<file path="src/rtl/mrs_pkg.sv">
package mrs_pkg;

    typedef enum logic [1:0] {
        CMD_IDLE  = 2'd0,
        CMD_MRS   = 2'd1,
        CMD_OTHER = 2'd2
    } cmd_kind_e;

    typedef struct packed {
        logic [2:0] cas_half;
        logic       interleave;
        logic [3:0] burst_len;
        logic       rsvd;
    } mode_fields_t;

    localparam mode_fields_t FIELDS_BLANK = '{cas_half: 3'd0, interleave: 1'b0,
                                              burst_len: 4'd0, rsvd: 1'b0};

    function automatic logic [2:0] cas_half_of(input logic [2:0] code);
        logic [2:0] r;
        case (code)
            3'b101:  r = 3'd3;
            3'b010:  r = 3'd4;
            3'b110:  r = 3'd5;
            3'b011:  r = 3'd6;
            default: r = 3'd0;
        endcase
        return r;
    endfunction

    function automatic logic [3:0] burst_len_of(input logic [2:0] code);
        logic [3:0] r;
        case (code)
            3'b001:  r = 4'd2;
            3'b010:  r = 4'd4;
            3'b011:  r = 4'd8;
            default: r = 4'd0;
        endcase
        return r;
    endfunction

endpackage

</file>
<file path="src/rtl/mrs_cmd_decode.sv">
module mrs_cmd_decode
    import mrs_pkg::*;
(
    input  logic      cs_n_i,
    input  logic      ras_n_i,
    input  logic      cas_n_i,
    input  logic      we_n_i,
    output cmd_kind_e kind_o
);
    always_comb begin
        if (cs_n_i || (ras_n_i && cas_n_i && we_n_i))
            kind_o = CMD_IDLE;
        else if (!ras_n_i && !cas_n_i && !we_n_i)
            kind_o = CMD_MRS;
        else
            kind_o = CMD_OTHER;
    end
endmodule

</file>
<file path="src/rtl/mrs_guard.sv">
module mrs_guard
    import mrs_pkg::*;
#(
    parameter int NUM_BANKS   = 4,
    parameter int BUSY_CYCLES = 2
) (
    input  logic                 clk,
    input  logic                 rst,
    input  logic                 cke_i,
    input  cmd_kind_e            kind_i,
    input  logic [NUM_BANKS-1:0] bank_idle_i,
    output logic                 accept_o,
    output logic                 viol_bank_o,
    output logic                 viol_cke_o,
    output logic                 viol_busy_o
);
    localparam int CNT_W = $clog2(BUSY_CYCLES + 1);
    localparam logic [CNT_W-1:0] HOLD = CNT_W'(BUSY_CYCLES - 1);

    logic             cke_prev_q;
    logic [CNT_W-1:0] busy_q;
    logic             all_idle;
    logic             is_mrs;
    logic             in_window;

    always_comb begin
        all_idle  = &bank_idle_i;
        is_mrs    = (kind_i == CMD_MRS);
        in_window = (busy_q != '0);
        accept_o  = is_mrs && all_idle && cke_prev_q && !in_window;
    end

    always_ff @(posedge clk) begin
        if (rst) begin
            cke_prev_q  <= 1'b0;
            busy_q      <= '0;
            viol_bank_o <= 1'b0;
            viol_cke_o  <= 1'b0;
            viol_busy_o <= 1'b0;
        end else begin
            cke_prev_q  <= cke_i;
            viol_bank_o <= is_mrs && !all_idle;
            viol_cke_o  <= is_mrs && !cke_prev_q;
            viol_busy_o <= in_window && (kind_i != CMD_IDLE);
            if (accept_o)
                busy_q <= HOLD;
            else if (in_window)
                busy_q <= busy_q - 1'b1;
        end
    end
endmodule

</file>
<file path="src/rtl/mrs_field_reg.sv">
module mrs_field_reg
    import mrs_pkg::*;
#(
    parameter int ADDR_W = 13,
    parameter int BA_W   = 2
) (
    input  logic              clk,
    input  logic              rst,
    input  logic              accept_i,
    input  logic [BA_W-1:0]   ba_i,
    input  logic [ADDR_W-1:0] addr_i,
    output logic              cfg_valid_o,
    output mode_fields_t      fields_o,
    output logic              dll_pulse_o,
    output logic              ext_valid_o,
    output logic [ADDR_W-1:0] ext_word_o
);
    localparam int OP_HI = 9;

    logic         upper_clear;
    logic         ba_upper_clear;
    logic         op_ok;
    logic         dll_req;
    mode_fields_t decoded;

    generate
        if (ADDR_W > OP_HI) begin : g_upper
            assign upper_clear = (addr_i[ADDR_W-1:OP_HI] == '0);
        end else begin : g_noupper
            assign upper_clear = 1'b1;
        end
        if (BA_W > 1) begin : g_ba
            assign ba_upper_clear = (ba_i[BA_W-1:1] == '0);
        end else begin : g_noba
            assign ba_upper_clear = 1'b1;
        end
    endgenerate

    always_comb begin
        op_ok              = upper_clear && !addr_i[7];
        dll_req            = op_ok && addr_i[8];
        decoded.cas_half   = cas_half_of(addr_i[6:4]);
        decoded.interleave = addr_i[3];
        decoded.burst_len  = burst_len_of(addr_i[2:0]);
        decoded.rsvd       = (decoded.cas_half == 3'd0) || (decoded.burst_len == 4'd0)
                             || !op_ok || !ba_upper_clear;
    end

    always_ff @(posedge clk) begin
        if (rst) begin
            cfg_valid_o <= 1'b0;
            fields_o    <= FIELDS_BLANK;
            dll_pulse_o <= 1'b0;
            ext_valid_o <= 1'b0;
            ext_word_o  <= '0;
        end else begin
            dll_pulse_o <= accept_i && !ba_i[0] && dll_req;
            if (accept_i && !ba_i[0]) begin
                cfg_valid_o <= 1'b1;
                fields_o    <= decoded;
            end
            if (accept_i && ba_i[0]) begin
                ext_valid_o <= 1'b1;
                ext_word_o  <= addr_i;
            end
        end
    end
endmodule

</file>
<file path="src/rtl/mrs_decoder.sv">
module mrs_decoder
    import mrs_pkg::*;
#(
    parameter int ADDR_W      = 13,
    parameter int BA_W        = 2,
    parameter int NUM_BANKS   = 4,
    parameter int BUSY_CYCLES = 2
) (
    input  logic                 clk,
    input  logic                 rst,
    input  logic                 cke_i,
    input  logic                 cs_n_i,
    input  logic                 ras_n_i,
    input  logic                 cas_n_i,
    input  logic                 we_n_i,
    input  logic [BA_W-1:0]      ba_i,
    input  logic [ADDR_W-1:0]    addr_i,
    input  logic [NUM_BANKS-1:0] bank_idle_i,
    output logic                 cfg_valid_o,
    output logic [2:0]           cas_half_o,
    output logic                 burst_interleave_o,
    output logic [3:0]           burst_len_o,
    output logic                 rsvd_code_o,
    output logic                 dll_reset_pulse_o,
    output logic                 ext_valid_o,
    output logic [ADDR_W-1:0]    ext_word_o,
    output logic                 viol_bank_o,
    output logic                 viol_cke_o,
    output logic                 viol_busy_o
);
    cmd_kind_e    kind_w;
    logic         accept_w;
    mode_fields_t fields_w;

    mrs_cmd_decode u_cmd (
        .cs_n_i  (cs_n_i),
        .ras_n_i (ras_n_i),
        .cas_n_i (cas_n_i),
        .we_n_i  (we_n_i),
        .kind_o  (kind_w)
    );

    mrs_guard #(.NUM_BANKS(NUM_BANKS), .BUSY_CYCLES(BUSY_CYCLES)) u_guard (
        .clk         (clk),
        .rst         (rst),
        .cke_i       (cke_i),
        .kind_i      (kind_w),
        .bank_idle_i (bank_idle_i),
        .accept_o    (accept_w),
        .viol_bank_o (viol_bank_o),
        .viol_cke_o  (viol_cke_o),
        .viol_busy_o (viol_busy_o)
    );

    mrs_field_reg #(.ADDR_W(ADDR_W), .BA_W(BA_W)) u_fields (
        .clk         (clk),
        .rst         (rst),
        .accept_i    (accept_w),
        .ba_i        (ba_i),
        .addr_i      (addr_i),
        .cfg_valid_o (cfg_valid_o),
        .fields_o    (fields_w),
        .dll_pulse_o (dll_reset_pulse_o),
        .ext_valid_o (ext_valid_o),
        .ext_word_o  (ext_word_o)
    );

    assign cas_half_o         = fields_w.cas_half;
    assign burst_interleave_o = fields_w.interleave;
    assign burst_len_o        = fields_w.burst_len;
    assign rsvd_code_o        = fields_w.rsvd;
endmodule

</file>
<file path="config.mk">
export PLATFORM = sky130hd
export DESIGN_NAME = mrs_decoder
export DESIGN_NICKNAME = d
export VERILOG_FILES = /design/src/rtl/mrs_pkg.sv /design/src/rtl/mrs_cmd_decode.sv /design/src/rtl/mrs_guard.sv /design/src/rtl/mrs_field_reg.sv /design/src/rtl/mrs_decoder.sv
export SDC_FILE = /design/constraint.sdc
export NUM_CORES = 1
export LEC_CHECK = 0
export BUFFER_PORTS_ARGS = -buffer_cell sky130_fd_sc_hd__buf_2
export CAP_MARGIN = 20
export CELL_PAD_IN_SITES_DETAIL_PLACEMENT = 1
export CELL_PAD_IN_SITES_GLOBAL_PLACEMENT = 1
export CORE_ASPECT_RATIO = 1.2
export CORE_UTILIZATION = 37
export CTS_BUF_LIST = sky130_fd_sc_hd__clkbuf_8
export DETAILED_ROUTE_END_ITERATION = 7
export PLACE_DENSITY_LB_ADDON = 0.25
export SLEW_MARGIN = 10
export SYNTH_ARGS = -nofsm -noshare
export SYNTH_HDL_FRONTEND = slang
export SYNTH_SLANG_ARGS = --single-unit
export TNS_END_PERCENT = 20
</file>
<file path="constraint.sdc">
create_clock -name clk -period 6.9 [get_ports clk]
set_input_delay 0.69 -clock clk [delete_from_list [all_inputs] [get_ports clk]]
set_output_delay 0.69 -clock clk [all_outputs]
set_load 0.005 [all_outputs]
</file>
==> results by group <==
Clocking
  • Hold bufs inserted after CTS: 0
  • Clock Sink Count: 30
  • Cell at the root of the clock tree: sky130_fd_sc_hd__clkbuf_8
  • Post-CTS sizing: 0
  • H-tree depth: 2
  • Post-CTS Setup Repair Bufs: 0
  • CTS tree: yes
  • Source-to-sink clock delay at the later pin of the worst-skew pair: 280 ps
  • Maximum number of buffers from clock root to sink: 2
  • Post-CTS clock slew at the launch and capture registers of the worst setup and hold paths: 60 ps
  • Total CTS buffers: 5

Synth
  • Library cells used by synthesis: 30
  • Number of nets in the synthesized netlist: 150
  • Mean Syn Cell Area: 9.52 um2
  • Post-synthesis sequential element count: 30
  • Sequential area share after synthesis: 51.3%
  • Synthesis Warnings: 0
  • Most used flip-flop cell after synthesis: sky130_fd_sc_hd__dfxtp_1
  • Post-Synthesis Cell Area: 1170 um2
  • Library cell occupying the most area in the post-synthesis netlist: sky130_fd_sc_hd__dfxtp_1
  • Share of flip-flops with an asynchronous set or reset: 0%
  • Number of synthesized flops with an enable pin: 0
  • Portion of synthesized cell area occupied by the leading cell type: 51.3%
  • Cells after synthesis: 123
  • Synth top area cells: sky130_fd_sc_hd__dfxtp_1 (51%), sky130_fd_sc_hd__mux2i_1 (11%), sky130_fd_sc_hd__nor2_1 (6.7%)

Floorplan
  • Placement row count: 22
  • Floorplan die area: 3400 um2
  • Initial Util: 38.7%
  • Core Box Area: 3030 um2
  • Top Ports: 54
  • Die Span X: 53.4 um
  • Die height: 63.6 um

Power and ir drop
  • Pleak: 0.682 nW
  • Areal power density over the cells: 243 nW/um2
  • Max rail drop VDD: 170 uV

STA
  • Ratio of final minimum period to clock period: 36.8%
  • Highest achievable clock rate: 394 MHz
  • Final setup violation count: 0
  • Clock skew: 4.92 ps
  • Worst Max-Slew Pin Slew: 852 ps
  • Setup repair after global routing missed its margin: no
  • Number of hold-slack violations in the final timing report: 0
  • Fin Setup TNS: 0 ps
  • Min Hold Slack: 457 ps
  • Headroom to the max-slew limit: 42.8%
  • Period minus WS final: 2540 ps
  • Max Transition Viols Final: 0

Worst setup path
  • Maximum net fanout on the critical path: 9
  • CP cell instances: buf_2 > or4_4 > or4_1 > or4b_1 > a21oi_1
  • Critical path's largest stage delay: 690 ps
  • R2R Setup Slk: 4780 ps
  • Total buffers and inverters traversed by the critical path: 1
  • Startpoint type of the worst setup path: input port
  • Worst path slowest cell: sky130_fd_sc_hd__or4_1
  • Kind of end point of the critical path: flop
  • Arrival @ worst endpoint: 2750 ps
  • Family with the most delay on the worst path: simple AND/OR/NAND/NOR gates
  • Critical Path RT: 7110 ps
  • Critical path start-end classification: input port to flop

Place
  • RD Place Congestion: 0.710
  • Count of buffers inserted at the top-level ports: 52
  • Final HPWL from detailed placement: 2.02 mm

Global routing
  • Global-route wire length before repair: 4.51 mm
  • Vias in the first global route: 1,063
  • Largest net degree at the start of global routing: 31
  • Overall global routing resource usage: 18.3%
  • Initial antenna violation count: 0
  • Global-route congestion overflow total: 0

Final layout
  • Final core area utilization: 50.8%
  • Layout net count: 203
  • Synthesis-to-finish area growth: 31.4%
  • Diodes inserted: 0
  • Share of post-route cells with drive strength above 1: 36.2%
  • Total of fill cells in the finished design: 370

Route
  • Drt total wl: 2.74 mm
  • Vias: 1,059
  • Drt initial violations: 6
  • Average wire per standard cell: 12.8 um
  • First-pass detailed-route iteration total: 3
  • Final ANT Viol Nets: 0
  • Number of vias per cell: 4.97
  • DRC Markers: 0

Flow run
  • Max_cap viols: 0

Run status
  • Status: completed

Min path
  • Worst min-delay path class: flop to flop
## cell usage in the layout, fill, tap and decap left out
| cell type | n |
|---|---|
| sky130_fd_sc_hd__nand4b_1 | 1 |
| sky130_fd_sc_hd__buf_4 | 1 |
| sky130_fd_sc_hd__ha_1 | 1 |
| sky130_fd_sc_hd__nor2b_1 | 1 |
| sky130_fd_sc_hd__nor4_2 | 1 |
| sky130_fd_sc_hd__nand3_1 | 4 |
| sky130_fd_sc_hd__or4_4 | 1 |
| sky130_fd_sc_hd__xor2_1 | 3 |
| sky130_fd_sc_hd__clkinvlp_4 | 1 |
| sky130_fd_sc_hd__nor3_1 | 3 |
| sky130_fd_sc_hd__inv_1 | 3 |
| sky130_fd_sc_hd__buf_2 | 52 |
| sky130_fd_sc_hd__o21bai_1 | 1 |
| sky130_fd_sc_hd__and4b_1 | 1 |
| sky130_fd_sc_hd__nor4_1 | 2 |
| sky130_fd_sc_hd__nand4_1 | 1 |
| sky130_fd_sc_hd__clkbuf_8 | 6 |
| sky130_fd_sc_hd__nor3_2 | 1 |
| sky130_fd_sc_hd__or4b_1 | 2 |
| sky130_fd_sc_hd__nor3b_1 | 2 |
| sky130_fd_sc_hd__nor2_1 | 21 |
| sky130_fd_sc_hd__clkinv_2 | 1 |
| sky130_fd_sc_hd__o22a_1 | 1 |
| sky130_fd_sc_hd__or4_1 | 2 |
| sky130_fd_sc_hd__mux2i_1 | 13 |
| sky130_fd_sc_hd__conb_1 | 1 |
| sky130_fd_sc_hd__nand2_1 | 11 |
| sky130_fd_sc_hd__dfxtp_1 | 30 |
| sky130_fd_sc_hd__and3_1 | 1 |
| sky130_fd_sc_hd__a31oi_1 | 1 |
| sky130_fd_sc_hd__a21oi_1 | 7 |
## Yosys cell counts (3+ instances only)
| cell | number |
|---|---|
| sky130_fd_sc_hd__dfxtp_1 | 30 |
| sky130_fd_sc_hd__nor2_1 | 21 |
| sky130_fd_sc_hd__mux2i_1 | 13 |
| sky130_fd_sc_hd__nand2_1 | 11 |
| sky130_fd_sc_hd__a21oi_1 | 7 |
| sky130_fd_sc_hd__nand3_1 | 4 |
| sky130_fd_sc_hd__clkbuf_1 | 3 |
| sky130_fd_sc_hd__inv_1 | 3 |
| sky130_fd_sc_hd__nor3_1 | 3 |
| sky130_fd_sc_hd__xor2_1 | 3 |
## through the flow
step | cell area (um2) | setup WS (ps) | total power [mW] | std cells
after CTS | 1540 | 4360 | 0.379 | 213
after global placement | 1440 | 4130 | 0.229 | 205
after global routing | 1540 | 4320 | 0.392 | 213
after floorplan | 1170 | 4260 | 0.215 | 123
after detailed placement | 1440 | 4090 | 0.232 | 205
final | 1540 | 4360 | 0.373 | 213
## power by group
part / leakage, nW / switching [mW] / internal (mW)
sequential: 0.242 / 0.00284 / 0.179
clock: 0.0472 / 0.0658 / 0.0800
combinational: 0.393 / 0.0243 / 0.0210
total: 0.682 / 0.0930 / 0.280
## worst paths after layout
check                             from                   end  cells past startpoint
setup reg to reg     u_guard.busy_q[0]  u_fields.fields_o[3]                      6
setup / recovery               cas_n_i  u_fields.fields_o[3]                      5
hold / removal    u_fields.fields_o[7]  u_fields.fields_o[7]                      2
hold reg to reg   u_fields.fields_o[7]  u_fields.fields_o[7]                      2
## per-layer routing
metal  share of wire [%]  wire length [um]  global-route usage (%)  up-vias
met5                   0                 0                       0        -
met4                 2.0                56                    10.9        0
met3                 6.7               184                    5.31        5
met2                  50              1360                    30.8       34
met1                  42              1140                    19.3      495
li1                    -                 -                       -      525
## final cells by class
type                            instances  area, um2  area share [%]
Tap cell                               36       45.0            2.93
Sequential cell                        30        601            39.0
Clock inverter                          2       12.5           0.813
Multi-Input combinational cell         83        519            33.7
Inverter                                3       11.3           0.732
Timing Repair Buffer                   53        268            17.4
Clock buffer                            6       82.6            5.37
## worst reg2reg max path, delay by kind of cell, from the launching register on
family | cells | cell delay (ps)
buffers and inverters | 1 | 70
and+or+nand+nor | 3 | 1220
adders and majority gates | 1 | 290
DFF | 1 | 320
AOI/OAI and AO/OA | 1 | 160
## kinds of logic after synthesis
logic type | count (synthesis) | share of synthesized area, %
and+or+nand+nor | 55 | 24.7
DFF | 30 | 51.3
muxes | 13 | 11.1
AOI/OAI and AO/OA | 10 | 4.91
buffers and inverters | 10 | 4.38
xor gates and xnor gates | 3 | 2.24
adders and majority gates | 1 | 1.07
other | 1 | 0.320
## registers in the layout, summed over array words and instances, names as in the netlist
name / flops
u_guard.busy_q: 2
u_fields.fields_o: 8
u_fields.cfg_valid_o: 1
u_guard.viol_bank_o: 1
u_guard.viol_busy_o: 1
u_guard.cke_prev_q: 1
u_fields.ext_valid_o: 1
u_fields.dll_pulse_o: 1
u_fields.ext_word_o: 13
u_guard.viol_cke_o: 1
Note: power is estimated with default switching activity, not from simulation.
